==> config.mk <==
export PLATFORM = sky130hd
export DESIGN_NAME = fetch_exec_seq
export DESIGN_NICKNAME = d
export VERILOG_FILES = /design/src/rtl/fetch_exec_seq.sv
export SDC_FILE = /design/constraint.sdc
export NUM_CORES = 1
export LEC_CHECK = 0
export BUFFER_PORTS_ARGS = -buffer_cell sky130_fd_sc_hd__buf_4
export CORE_MARGIN = 10
export CORE_UTILIZATION = 52
export CTS_CLUSTER_DIAMETER = 40
export DETAILED_ROUTE_END_ITERATION = 10
export PLACE_DENSITY = 0.75
export SLEW_MARGIN = 10
export SYNTH_ARGS = -nofsm -noshare
export SYNTH_HDL_FRONTEND = slang
export SYNTH_SLANG_ARGS = --single-unit
==> constraint.sdc <==
create_clock -name clk -period 3.3 [get_ports clk]
set_input_delay 0.33 -clock clk [delete_from_list [all_inputs] [get_ports clk]]
set_output_delay 0.33 -clock clk [all_outputs]
set_load 0.03 [all_outputs]
==> src/rtl/fetch_exec_seq.sv <==
module fetch_exec_seq #(
  parameter int AW = 16,
  parameter int DW = 8,
  parameter logic [AW-1:0] START_ADDR = 16'h0100,
  parameter logic [DW-1:0] ADD_OPCODE = 8'h3C
) (
  input  logic          clk,
  input  logic          rst_n,
  output logic [AW-1:0] bus_addr,
  output logic [DW-1:0] bus_wdata,
  input  logic [DW-1:0] bus_rdata,
  output logic          mem_rd,
  output logic          mem_wr,
  input  logic          mem_ack
);

  typedef enum logic [3:0] {
    ST_OPC, ST_IR, ST_DEC, ST_ALO, ST_AHI, ST_IMM,
    ST_OPND, ST_HOLD, ST_ADD, ST_WR
  } state_t;

  localparam logic [AW-1:0] PC_STEP = {{(AW-1){1'b0}}, 1'b1};

  state_t        state;
  logic [AW-1:0] pc, ar, ea;
  logic [DW-1:0] dr, ir, imm, tmp;
  logic          rd_q, wr_q;

  logic fetch_state;
  logic rd_done;
  assign fetch_state = (state == ST_OPC) || (state == ST_ALO) ||
                       (state == ST_AHI) || (state == ST_IMM);
  assign rd_done     = rd_q && mem_ack;

  assign bus_addr  = ar;
  assign bus_wdata = dr;
  assign mem_rd    = rd_q;
  assign mem_wr    = wr_q;

  function automatic state_t after_fetch(input state_t s);
    case (s)
      ST_OPC:  after_fetch = ST_IR;
      ST_ALO:  after_fetch = ST_AHI;
      ST_AHI:  after_fetch = ST_IMM;
      default: after_fetch = ST_OPND;
    endcase
  endfunction

  always_ff @(posedge clk) begin
    if (!rst_n) begin
      state <= ST_OPC;
      pc    <= START_ADDR;
      ar    <= '0;
      ea    <= '0;
      dr    <= '0;
      ir    <= '0;
      imm   <= '0;
      tmp   <= '0;
      rd_q  <= 1'b0;
      wr_q  <= 1'b0;
    end else if (fetch_state) begin
      if (!rd_q) begin
        ar   <= pc;
        rd_q <= 1'b1;
        if (state == ST_AHI) ea[DW-1:0]  <= dr;
        if (state == ST_IMM) ea[AW-1:DW] <= dr;
      end else if (rd_done) begin
        dr    <= bus_rdata;
        rd_q  <= 1'b0;
        pc    <= pc + PC_STEP;
        state <= after_fetch(state);
      end
    end else begin
      case (state)
        ST_IR: begin
          ir    <= dr;
          state <= ST_DEC;
        end
        ST_DEC: state <= (ir == ADD_OPCODE) ? ST_ALO : ST_OPC;
        ST_OPND: begin
          if (!rd_q) begin
            imm  <= dr;
            ar   <= ea;
            rd_q <= 1'b1;
          end else if (rd_done) begin
            dr    <= bus_rdata;
            rd_q  <= 1'b0;
            state <= ST_HOLD;
          end
        end
        ST_HOLD: begin
          tmp   <= dr;
          state <= ST_ADD;
        end
        ST_ADD: begin
          tmp   <= tmp + imm;
          state <= ST_WR;
        end
        ST_WR: begin
          if (!wr_q) begin
            dr   <= tmp;
            ar   <= ea;
            wr_q <= 1'b1;
          end else if (mem_ack) begin
            wr_q  <= 1'b0;
            state <= ST_OPC;
          end
        end
        default: state <= ST_OPC;
      endcase
    end
  end

endmodule

# Word-level counts from Yosys, hierarchy flattened
# Index checks and enable logic that the tools add are counted.
# op_classes
addsub,2
n_eq_ne,19
mux,27
bitwise,2
reduce_logical,18
# ops
op,n
$mux W16,4
$mux W8,4
$pmux W16 S2,1
$pmux W8 S2,2
$mux W4,7
$pmux W4 S6,1
$add A16 B1 Y16 const B,1
$eq A4 B3 Y1 const B,4
$reduce_and A3 Y1,4
$ne A2 B2 Y1 const B,5
$ne A3 B3 Y1 const B,3
$pmux W3 S3,1
$add A8 B8 Y8,1
$eq A4 B2 Y1 const B,2
$eq A4 B4 Y1 const B,2
$eq A8 B6 Y1 const B,1
$reduce_and A2 Y1,4
$mux W1,6
$reduce_and A6 Y1,1
$eq A4 B1 Y1 const B,1
$logic_not A4 Y1,1
$reduce_and A4 Y1,1
$reduce_bool A2 Y1,2
$logic_or A1 B1 Y1,3
5 further kinds,6
# totals
ff_bits,86

# Longest topological paths before layout
# logic_depth
ltp_word,6
depth_mapped,8

# Worst setup path after synthesis
# OpenSTA, ideal clock, no wires.
# synth_path
path_type,register to register
start,reg rd_q (netlist: mem_rd)
end,reg pc[15]
setup_time_ns,0.070
t_arrival_ns,2.091
required_time_ns,3.230
setup_slack_ns,1.139
path_stages_with_launch,8
n_path_buf,2
synth_period_minus_slack_ns,2.161
cell_sequence,dfxtp_1 -> and2_1 -> buf_6 -> nand4_4 -> or4_1 -> buf_2 -> or3_1 -> a21oi_1
# synth_via
elab_chain_cells,2
# synth_rtl
element,line_no,rtl
from (decl),27,"logic rd_q, wr_q;"
from (signal assigned),59,rd_q <= 1'b0;
from (signal assigned),64,rd_q <= 1'b1;
from (signal assigned),69,rd_q <= 1'b0;
$logic_and A1 B1 Y1,33,assign rd_done = rd_q && mem_ack;
$reduce_and A3 Y1 (no source line) (*),n/a,
to (signal assigned),70,pc <= pc + PC_STEP;
to (decl),25,"logic [AW-1:0] pc, ar, ea;"
# Mark *: on every way between the ends. The rest lies on a longest branch, timed or not.
# A chain may end at the register's enable or synchronous reset.

# Worst setup path after layout
# layout_path
start,reg state[0]
end,reg ar[13] (netlist: bus_addr[13])
# layout_via
elab_chain_cells,6
# layout_rtl
element,line_no,rtl
from (decl),24,state_t state;
from (signal assigned),71,state <= after_fetch(state);
from (signal assigned),79,ST_DEC: state <= (ir == ADD_OPCODE) ? ST_ALO : ST_OPC;
$eq A4 B2 Y1 or $logic_not A4 Y1 (tied branches),31,assign fetch_state = (state == ST_OPC) || (state == ST_ALO) ||
$logic_or A1 B1 Y1 (2 in a row),31,
$logic_or A1 B1 Y1,32,(state == ST_AHI) || (state == ST_IMM);
$ne A3 B3 Y1 (no source line) (tied with other cells),n/a,
$reduce_and A4 Y1 (no source line),n/a,
to (signal assigned),63,ar <= pc;
to (decl),25,
# Several ways; a longest one is shown, not always the timed one.

==> metrics.csv <==
stage,metric,value,unit
worst_setup_path,required time worst endpoint,3570,ps
timing,RSZ-0062 raised after global routing,false,
final_layout,share of layout cells above drive strength 1,12.5,%
place,dpl hpwl,6720,um
clock_network,root buf cell,clkbuf_8,
synthesis,adder-cell share of the synthesized area,2.98,%
power,LEAKAGE,1.80,nW
synthesis,Synth Area in Simple Gates,22.0,%
worst_setup_path,worst-path fanout max,16,
timing,worst-margin pin slew,1040,ps
place,routability congestion estimate,0.855,
final_layout,Area Growth Syn to Fin,11.8,%
synthesis,dominant synthesized flop cell,dfxtp_1,
final_layout,antenna cells,0,
final_layout,Non-Filler Instances,605,
grt,total gr overflow,0,
power,pwr dens,638,mW/mm^2
synthesis,mapped cell area,0.00404,mm^2
hold_path,Hold Path Class,input port to flop,
flow_run,max_cap viols,0,
worst_setup_path,critical path startpoint category,flop,
final_layout,"most common cell after layout, fill and taps aside",dfxtp_1,
clock_network,cts bufs inserted,9,
floorplan,Top Ports,37,
clock_network,Clock Latency Late Sink,370,ps
worst_setup_path,crit-path cells,nor2b_1 -> xor2_1 -> nor2_1 -> nand2_1 -> a311oi_1,
power,VDD IR-drop max,0.496,mV
worst_setup_path,"delay-heaviest family, CP",simple AND/OR/NAND/NOR gates,
route,wire length per cell,15.9,um
synthesis,"Distinct cells, synth",53,
clock_network,post-CTS setup buffers,0,
synthesis,Mean Syn Cell Area,8.48,um^2
final_layout,nets,518,
synthesis,"area leader, netlist",dfxtp_1,
route,Starting DRT DRC Count,209,
synthesis,number of enable flip-flop cells after synthesis,0,
worst_setup_path,Crit Path Class,flop to flop,
worst_setup_path,critical path capture point type,flop,
grt,total track usage,16.6,%
grt,vias in the first global route,3230,
synthesis,yosys warns,0,
floorplan,initial core utilization,52.8,%
grt,initial antenna violation count,0,
route,via count,3502,
timing,Setup Skew,9.05,ps
timing,Setup-failing EPs final,0,
worst_setup_path,internal reg-to-reg setup slack,720,ps
timing,fin crit share,78.2,%
timing,fin crit period,2580,ps
place,Inst Count DP,589,
synthesis,post-synthesis sequential area ratio,42.7,%
synthesis,Synth top area share,42.7,%
floorplan,Die W,108,um
worst_setup_path,Worst Path Buf+Inv,0,
synthesis,cells after synthesis,476,
worst_setup_path,Crit-path slowest cell,nor2_1,
clock_network,Worst-path clk slew,90,ps
clock_network,CTS H-tree depth,3,
floorplan,std cell rows,32,
grt,global-route wire length before repair,15800,um
place,# port buffers,36,
clock_network,Post-CTS Hold Fix Bufs,0,
clock_network,CTS resizes,0,
timing,setup TNS,0,ps
synthesis,post-synth net total,496,
clock_network,Clock Path Buffers,2,
route,drt pass-1 iters,5,
worst_setup_path,Worst path max stage delay,810,ps
route,DRC violations left,0,
synthesis,ys async rst share,0,%
timing,worst hold margin,233,ps
timing,Max Slew Vio Count,0,
floorplan,Core Footprint,0.00765,mm^2
clock_network,Clock Sink Count,86,
synthesis,mux contribution to synthesized area,6.23,%
timing,f_max,388,MHz
route,Vias/cell,5.79,
route,total wire length,9630,um
worst_setup_path,crit path DAT,2850,ps
timing,slew margin rel.,30.4,%
synthesis,Area contributors post-synth,"dfxtp_1 43%, nor2_1 6.0%, mux2i_1 6.0%, nand2_1 4.9%, a21oi_1 4.2%",
synthesis,post-synthesis compound-gate area fraction,19.2,%
grt,pin count of the biggest net entering global routing,77,
floorplan,DIE AREA,0.0117,mm^2
synthesis,"flops & latches, synth",86,
route,Antenna Violating Nets Remaining,0,
synthesis,main combinational cell family by area after synthesis,simple AND/OR/NAND/NOR gates,
clock_network,TritonCTS clock tree,yes,
timing,final hold vios,0,
run_status,status,finished clean,
floorplan,Die H,108,um
synthesis,Synth Area in XOR/XNOR,2.82,%
final_layout,"commonest cells after routing, fill and taps aside","86 x dfxtp_1, 65 x nor2_1, 53 x nand2_1",
area by class of cell:
| class | count | area, um^2 |
|---|---|---|
| Inverter | 7 | 26.3 |
| Clock buffer | 10 | 128 |
| Multi-Input combinational cell | 351 | 2150 |
| Tap cell | 102 | 128 |
| Timing Repair Buffer | 43 | 323 |
| Fill cell | 699 | 3130 |
| Clock inverter | 6 | 38.8 |
| Sequential cell | 86 | 1720 |
registers in the layout (all words and copies together) (netlist names):
| signal | count |
|---|---|
| bus_addr | 16 |
| bus_wdata | 8 |
| ea | 16 |
| imm | 8 |
| ir | 8 |
| mem_rd | 1 |
| mem_wr | 1 |
| pc | 16 |
| state | 4 |
| tmp | 8 |
cell usage after synthesis, types with 8 or more instances:
library cell,number
a21oi_1,34
a311oi_1,16
clkbuf_1,23
dfxtp_1,86
ha_1,8
mux2i_1,24
nand2_1,53
nand3_1,15
nor2_1,65
nor3_1,9
o21ai_0,27
or3_1,8
xnor2_1,9
path summary, 6_finish.rpt:
check                             start                         to  depth (start not counted)
setup / recovery  state[0]$_SDFFE_PN0P_  bus_addr[13]$_SDFFE_PN0P_                          5
hold / removal                    rst_n         pc[8]$_SDFFE_PN1P_                          2
setup reg to reg  state[0]$_SDFFE_PN0P_  bus_addr[13]$_SDFFE_PN0P_                          5
hold reg to reg      ea[7]$_SDFFE_PN0P_         ea[7]$_SDFFE_PN0P_                          2
worst reg2reg max path: cells and delay by family, from the launching register on:
kind / cells / cell delay, ps
AND/OR/NAND/NOR: 3 / 1390
flip-flops: 1 / 590
AO/OA/AOI/OAI: 1 / 300
XOR/XNOR: 1 / 220
metal layers:
metal | vias up | global-route usage [%] | share of wire (%)
li1 | 1752 | - | -
met1 | 1637 | 20.4 | 45
met2 | 98 | 26.9 | 47
met3 | 15 | 4.88 | 6.2
met4 | 0 | 6.11 | 1.4
met5 | - | 0 | 0
logic make-up after synthesis:
family	after synthesis
adder cells (fa/ha/maj)	9
multiplexers	25
flip-flops	86
buffers and inverters	39
AND/OR/NAND/NOR	186
AO/OA/AOI/OAI	118
XOR/XNOR	13
power by group:
| part | total, mW | switching, mW | internal (mW) |
|---|---|---|---|
| clock | 0.655 | 0.385 | 0.271 |
| sequential | 1.33 | 0.168 | 1.16 |
| combinational | 0.897 | 0.585 | 0.312 |
through the flow:
stage / power [mW] / setup slack [ps] / instance area (um^2) / util (%)
floorplan: 1.93 / 1140 / 4040 / -
global placement: 2.23 / 953 / 4350 / 56.8
detailed placement: 2.25 / 799 / 4350 / 56.8
CTS: 2.89 / 760 / 4510 / 59.0
global route: 3.04 / 428 / 4510 / 59.0
finish: 2.88 / 721 / 4510 / 59.0
(Power assumes the default switching activity.)
